`config.mk`:
```
export PLATFORM = sky130hd
export DESIGN_NAME = evt_status_unit
export DESIGN_NICKNAME = d
export VERILOG_FILES = /design/src/rtl/evt_status_pkg.sv /design/src/rtl/evt_edge_det.sv /design/src/rtl/evt_status_ctrl.sv /design/src/rtl/evt_status_dp.sv /design/src/rtl/evt_status_unit.sv
export SDC_FILE = /design/constraint.sdc
export NUM_CORES = 1
export LEC_CHECK = 0
export BUFFER_PORTS_ARGS = -buffer_cell sky130_fd_sc_hd__buf_4
export CAP_MARGIN = 10
export CORE_MARGIN = 1
export CORE_UTILIZATION = 49
export DETAILED_ROUTE_END_ITERATION = 12
export PLACE_DENSITY = 0.76
export SLEW_MARGIN = 20
export SYNTH_ARGS = -nofsm -noshare
export SYNTH_HDL_FRONTEND = slang
export SYNTH_SLANG_ARGS = --single-unit
```
`constraint.sdc`:
```
create_clock -name clk -period 1.4 [get_ports clk]
set_input_delay 0.28 -clock clk [delete_from_list [all_inputs] [get_ports clk]]
set_output_delay 0.28 -clock clk [all_outputs]
set_load 0.01 [all_outputs]
```
`src/rtl/evt_status_pkg.sv`:
```
package evt_status_pkg;
  localparam int CODE_W = 8;
  localparam int GP_N   = 2;

  localparam int INT_KEY_BIT  = 0;
  localparam int INT_GP0_BIT  = 1;
  localparam int INT_GP1_BIT  = 2;
  localparam int INT_ERR_BIT  = 3;

  localparam int ERR_CMDOVR_BIT = 0;
  localparam int ERR_UNKCMD_BIT = 1;
  localparam int ERR_KEYOVF_BIT = 2;
  localparam int ERR_FIFOVF_BIT = 6;

  typedef logic [CODE_W-1:0] code_t;

  typedef struct packed {
    logic rdInt;
    logic rdErr;
    logic unkCmd;
  } ctrlStrb_t;
endpackage

```
`src/rtl/evt_edge_det.sv`:
```
module evt_edge_det (
  input  logic clk,
  input  logic rstN,
  input  logic pinIn,
  output logic edgeOut
);
  logic pinPrev;
  logic primed;

  always_ff @(posedge clk or negedge rstN) begin
    if (!rstN) begin
      pinPrev <= 1'b0;
      primed  <= 1'b0;
    end else begin
      pinPrev <= pinIn;
      primed  <= 1'b1;
    end
  end

  assign edgeOut = primed & (pinIn ^ pinPrev);


  no_edge_unprimed_chk: assert property (@(posedge clk) disable iff (!rstN)
    !primed |-> !edgeOut);
endmodule

```
`src/rtl/evt_status_ctrl.sv`:
```
module evt_status_ctrl
  import evt_status_pkg::*;
#(
  parameter logic [7:0] OP_RD_INT = 8'hD0,
  parameter logic [7:0] OP_RD_ERR = 8'hF0
) (
  input  logic       clk,
  input  logic       rstN,
  input  logic       cmdValid,
  input  logic [7:0] cmdOpcode,
  input  logic       extClaim,
  output ctrlStrb_t  strb,
  output logic       rspValid
);
  logic isRdInt;
  logic isRdErr;

  always_comb begin
    isRdInt     = cmdOpcode == OP_RD_INT;
    isRdErr     = cmdOpcode == OP_RD_ERR;
    strb.rdInt  = cmdValid & isRdInt;
    strb.rdErr  = cmdValid & isRdErr;
    strb.unkCmd = cmdValid & !isRdInt & !isRdErr & !extClaim;
  end

  always_ff @(posedge clk or negedge rstN) begin
    if (!rstN) rspValid <= 1'b0;
    else       rspValid <= strb.rdInt | strb.rdErr;
  end


  strobe_excl_chk: assert property (@(posedge clk) disable iff (!rstN)
    $onehot0({strb.rdInt, strb.rdErr, strb.unkCmd}));


  rsp_pulse_chk: assert property (@(posedge clk) disable iff (!rstN)
    (cmdValid && (cmdOpcode == OP_RD_INT || cmdOpcode == OP_RD_ERR)) |=> rspValid);


  unk_no_rsp_chk: assert property (@(posedge clk) disable iff (!rstN)
    (cmdValid && cmdOpcode != OP_RD_INT && cmdOpcode != OP_RD_ERR) |=> !rspValid);
endmodule

```
`src/rtl/evt_status_dp.sv`:
```
module evt_status_dp
  import evt_status_pkg::*;
(
  input  logic            clk,
  input  logic            rstN,
  input  ctrlStrb_t       strb,
  input  logic            keyEvent,
  input  logic [GP_N-1:0] gpIn,
  input  logic [GP_N-1:0] gpIrqEn,
  input  logic            errFifoOvf,
  input  logic            errKeyOvf,
  input  logic            errCmdOvr,
  output code_t           rspData,
  output logic            irq
);
  logic [GP_N-1:0] pinEdge;
  logic [GP_N-1:0] qualEdge;
  logic [GP_N-1:0] gpSet;
  code_t           intCode, intNext, intSet;
  code_t           errCode, errNext, errSet;

  for (genvar g = 0; g < GP_N; g++) begin : g_edge
    evt_edge_det edge_i (
      .clk    (clk),
      .rstN   (rstN),
      .pinIn  (gpIn[g]),
      .edgeOut(pinEdge[g])
    );
  end

  always_comb begin
    qualEdge = pinEdge & gpIrqEn;
    if (&gpIrqEn) gpSet = qualEdge;
    else          gpSet = {GP_N{|qualEdge}};

    errSet                 = '0;
    errSet[ERR_CMDOVR_BIT] = errCmdOvr;
    errSet[ERR_UNKCMD_BIT] = strb.unkCmd;
    errSet[ERR_KEYOVF_BIT] = errKeyOvf;
    errSet[ERR_FIFOVF_BIT] = errFifoOvf;

    intSet              = '0;
    intSet[INT_KEY_BIT] = keyEvent;
    intSet[INT_GP0_BIT] = gpSet[0];
    intSet[INT_GP1_BIT] = gpSet[1];
    intSet[INT_ERR_BIT] = |errSet;

    intNext = (strb.rdInt ? '0 : intCode) | intSet;
    errNext = (strb.rdErr ? '0 : errCode) | errSet;
  end

  always_ff @(posedge clk or negedge rstN) begin
    if (!rstN) begin
      intCode <= '0;
      errCode <= '0;
      rspData <= '0;
      irq     <= 1'b0;
    end else begin
      intCode <= intNext;
      errCode <= errNext;
      irq     <= |intNext;
      if (strb.rdInt)      rspData <= intCode;
      else if (strb.rdErr) rspData <= errCode;
    end
  end


  irq_tracks_code_chk: assert property (@(posedge clk) disable iff (!rstN)
    irq == (intCode != '0));


  key_sets_chk: assert property (@(posedge clk) disable iff (!rstN)
    keyEvent |=> intCode[INT_KEY_BIT]);


  key_sticky_chk: assert property (@(posedge clk) disable iff (!rstN)
    (intCode[INT_KEY_BIT] && !strb.rdInt) |=> intCode[INT_KEY_BIT]);


  err_summary_chk: assert property (@(posedge clk) disable iff (!rstN)
    (errFifoOvf || errKeyOvf || errCmdOvr || strb.unkCmd) |=> intCode[INT_ERR_BIT]);


  err_read_keeps_sum_chk: assert property (@(posedge clk) disable iff (!rstN)
    (intCode[INT_ERR_BIT] && strb.rdErr) |=> intCode[INT_ERR_BIT]);


  err_clear_chk: assert property (@(posedge clk) disable iff (!rstN)
    (strb.rdErr && !errFifoOvf && !errKeyOvf && !errCmdOvr) |=> errCode == '0);


  int_upper_zero_chk: assert property (@(posedge clk) disable iff (!rstN)
    intCode[CODE_W-1:INT_ERR_BIT+1] == '0);
endmodule

```
`src/rtl/evt_status_unit.sv`:
```
module evt_status_unit
  import evt_status_pkg::*;
#(
  parameter logic [7:0] OP_RD_INT = 8'hD0,
  parameter logic [7:0] OP_RD_ERR = 8'hF0
) (
  input  logic       clk,
  input  logic       rstN,
  input  logic       keyEvent,
  input  logic [1:0] gpIn,
  input  logic [1:0] gpIrqEn,
  input  logic       errFifoOvf,
  input  logic       errKeyOvf,
  input  logic       errCmdOvr,
  input  logic       cmdValid,
  input  logic [7:0] cmdOpcode,
  input  logic       extClaim,
  output logic       rspValid,
  output logic [7:0] rspData,
  output logic       irq
);
  ctrlStrb_t strb;

  evt_status_ctrl #(
    .OP_RD_INT(OP_RD_INT),
    .OP_RD_ERR(OP_RD_ERR)
  ) ctrl_i (
    .clk      (clk),
    .rstN     (rstN),
    .cmdValid (cmdValid),
    .cmdOpcode(cmdOpcode),
    .extClaim (extClaim),
    .strb     (strb),
    .rspValid (rspValid)
  );

  evt_status_dp dp_i (
    .clk       (clk),
    .rstN      (rstN),
    .strb      (strb),
    .keyEvent  (keyEvent),
    .gpIn      (gpIn),
    .gpIrqEn   (gpIrqEn),
    .errFifoOvf(errFifoOvf),
    .errKeyOvf (errKeyOvf),
    .errCmdOvr (errCmdOvr),
    .rspData   (rspData),
    .irq       (irq)
  );
endmodule

```
==> impl_metrics.yaml <==
synth:
  netlist.area_leader.share_pct: 61.3
  yosysSeqAreaShare_pct: 61.3
  avgSynthCellArea_um2: 12.3
  synth_cell_types: 27
  synth_top_family_by_area: "compound AO/OA/AOI/OAI gates"
  yosysTopAreaCell: "dfrtp_1"
  synth_edf_count: 0
  synth_common_cells: "25 x dfrtp_1, 7 x nand2_1, 5 x inv_1, 5 x nor2b_1, 5 x o21ai_0"
  synth_flop_cell: "dfrtp_1"
  ys_ff_latch: 25
  synth_compound_area_share_pct: 14.8
  synthCells: 83
  synth.most_common_cell: "dfrtp_1"
  synth_area_leaders: "dfrtp_1 61%, mux2i_1 3.9%, a22o_1 3.4%, nor2b_1 3.1%, a2111oi_4 2.7%"
  async_flop_share_pct: 100
  synthXorXnorAreaFrac_pct: 1.72
  synthSimpleGateAreaFrac_pct: 14.5
  netlist_area_um2: 1020
  synth_mux_area_share_pct: 3.92
  synthAdderAreaFrac_pct: 0
  synth_warnings: 0
  syn_nets: 103
power_and_ir_drop:
  pwr-share-comb_pct: 11.5
  power.internal_w: 0.000930
  switching_share_pct: 22.7
  p_leak_nw: 0.651
  power_switching_w: 0.000273
  power_density_nw_per_um2: 906
  clkPwrFrac_pct: 25.7
  vdd_drop_max_uv: 621
  p_seq_share_pct: 62.8
grt:
  antenna_found_initial: 0
  grt_use_total_pct: 18.1
  grt_pass1_vias: 608
  grt_max_degree: 26
  grt_overflow: 0
  grt_pass1_wl_um: 2720
cts:
  cts_setup_buffers: 0
  htreeDepth: 1
  cts_tree: "built"
  clock_latency_ns: 0.31
  clk_pin_slew_ns: 0.13
  cts_buffers: 3
  cts.sinks: 25
  clock_path_buffers: 2
  clk_root_buffer_cell: "clkbuf_4"
floorplanning:
  die_height_um: 47.6
  dieArea_um2: 2270
  die_w_um: 47.6
  pin_count: 30
  row_count: 16
  coreArea_um2: 1960
  start_util_pct: 52.0
hold_path:
  holdPathStages: 1
  hold_path.class: "in2reg"
  worstHoldStart: "gpIn[0]"
  min_to: "dp_i.g_edge[0].edge_i.pinPrev$_DFF_PN0_"
setup_path:
  worstPathRequired_ns: 1.59
  cp_slowest_cell: "a2111oi_4"
  worstRegToRegCells: 4
  regToRegSetupSlack_ns: 0.28
  slowest_delay_ns: 0.35
  cp_num_buf_inv: 1
  crit_fanout: 2
  path_cells: "buf_4, and4bb_2, nand3_2, a2111oi_4, nand4_1"
  worstSetupPathType: "in2reg"
  cp.arrival_ns: 1.33
  r2r_start: "dp_i.intCode[0]$_DFF_PN0_"
  startpoint_type: "input port"
  crit_family: "simple AND/OR/NAND/NOR gates"
  cp-end-kind: "register"
  r2r_end: "dp_i.irq$_DFF_PN0_"
timing:
  fin_setup_tns_ns: 0
  rsz0062_at_grt: "false"
  min_period_over_period_pct: 82.0
  fin_ws_ns: 0.252
  timing.hold.ws_ns: 0.0794
  setup_viol: 0
  finClkSkew_ns: 0.00332
  fmax_mhz: 871
  drv_slew: 0
  hold_viol_final: 0
  period_minus_slack_ns: 1.15
run:
  cap_violations: 0
cells_and_area:
  drive_gt1_share_pct: 34.2
  stdcell_count: 144
  final_cell_area_um2: 1330
  nets: 138
  diodes: 0
  syn_to_final_growth_pct: 30.0
place:
  dp_slack_ns: -0.103
  place_area_um2: 1290
  gp_congestion: 0.764
  dp.cells: 139
  io_buffers: 29
  post-dp-hpwl_um: 1440
drt:
  drtIter0Drc: 6
  first_pass_iters: 4
  wirelength_um: 1850
  via_count: 726
  ant_nets: 0
  routedWlPerCell_um: 12.8
  drc: 0
  vias_per_cell: 5.04
run_status:
  status: "complete, no violations"
stage by stage:
step,power (W),utilization (%)
after floorplan,0.000814,-
after global routing,0.00127,67.7
final,0.00120,67.7
after global placement,0.000905,65.8
after detailed placement,0.000908,65.8
after CTS,0.00122,67.7
cells by family (layout without fill, tap and decap cells):
kind of cell,after synthesis,after routing
other,1,1
buffers and inverters,8,42
multiplexers,4,4
flip-flops,25,25
AO/OA/AOI/OAI,19,19
AND/OR/NAND/NOR,24,24
XOR/XNOR,2,2
worst max-delay path by stage:
| stage | slack [ns] | endpoint | start | cells after the start |
|---|---|---|---|---|
| 2_1_floorplan | 0.14 | dp_i.intCode[1]$_DFF_PN0_ | cmdOpcode[0] | 5 |
| 3_3_place_gp | -0.0008 | dp_i.irq$_DFF_PN0_ | cmdOpcode[0] | 5 |
| 3_5_place_dp | -0.10 | dp_i.irq$_DFF_PN0_ | cmdOpcode[0] | 5 |
| 4_1_cts | 0.25 | rspData[4] | dp_i.rspData[4]$_DFFE_PN0P_ | 1 |
| 5_1_grt | 0.15 | dp_i.irq$_DFF_PN0_ | dp_i.intCode[0]$_DFF_PN0_ | 4 |
| 6_report | 0.25 | dp_i.irq$_DFF_PN0_ | cmdOpcode[0] | 5 |
layout make-up:
class	instances	area [um^2]
fill	161	634
sequential	25	626
multi-input combinational	50	360
timing repair buffer	33	263
tap	27	33.8
clock buffer	4	26.3
inverter	5	18.8
power by group through the flow:
| stage | clock network [W] | logic, W | registers (W) |
|---|---|---|---|
| floorplan | 0 | 0.0000384 | 0.000776 |
| global placement | 0 | 0.000137 | 0.000769 |
| detailed placement | 0 | 0.000138 | 0.000770 |
| CTS | 0.000320 | 0.000140 | 0.000756 |
| global route | 0.000353 | 0.000156 | 0.000758 |
| finish | 0.000309 | 0.000138 | 0.000755 |
metal layers:
layer	global-route usage [%]	share of wire, %
met3	3.40	4.0
met5	0	0
met2	28.5	51
met4	8.33	0
met1	24.3	45
what timing repair did:
item | in CTS | in global routing
hold endpoints to repair | 25 | 0
endpoints found under the setup margin | 0 | 0
gates resized for setup | 0 | 0
hold buffers | 1 | 0
state kept, by name, summed over array words and instances (netlist names):
signal / count
dp_i.irq: 1
dp_i.g_edge.edge_i.primed: 1
dp_i.g_edge.edge_i.pinPrev: 2
dp_i.rspData: 8
dp_i.intCode: 8
ctrl_i.rspValid: 1
dp_i.errCode: 4
cell usage in the layout (no fill, tap or decap), types with 2 or more instances in the layout:
master     n
mux2i_1    4
dfrtp_1   25
o221ai_1   2
o21ai_0    5
nand3_1    2
a21o_1     3
nand2_1    7
nor2_1     3
xor2_1     2
inv_1      5
nor4_1     2
buf_4     31
clkbuf_4   3
a22o_1     4
nor2b_1    5
No activity file was read; power rests on OpenSTA's default activity.
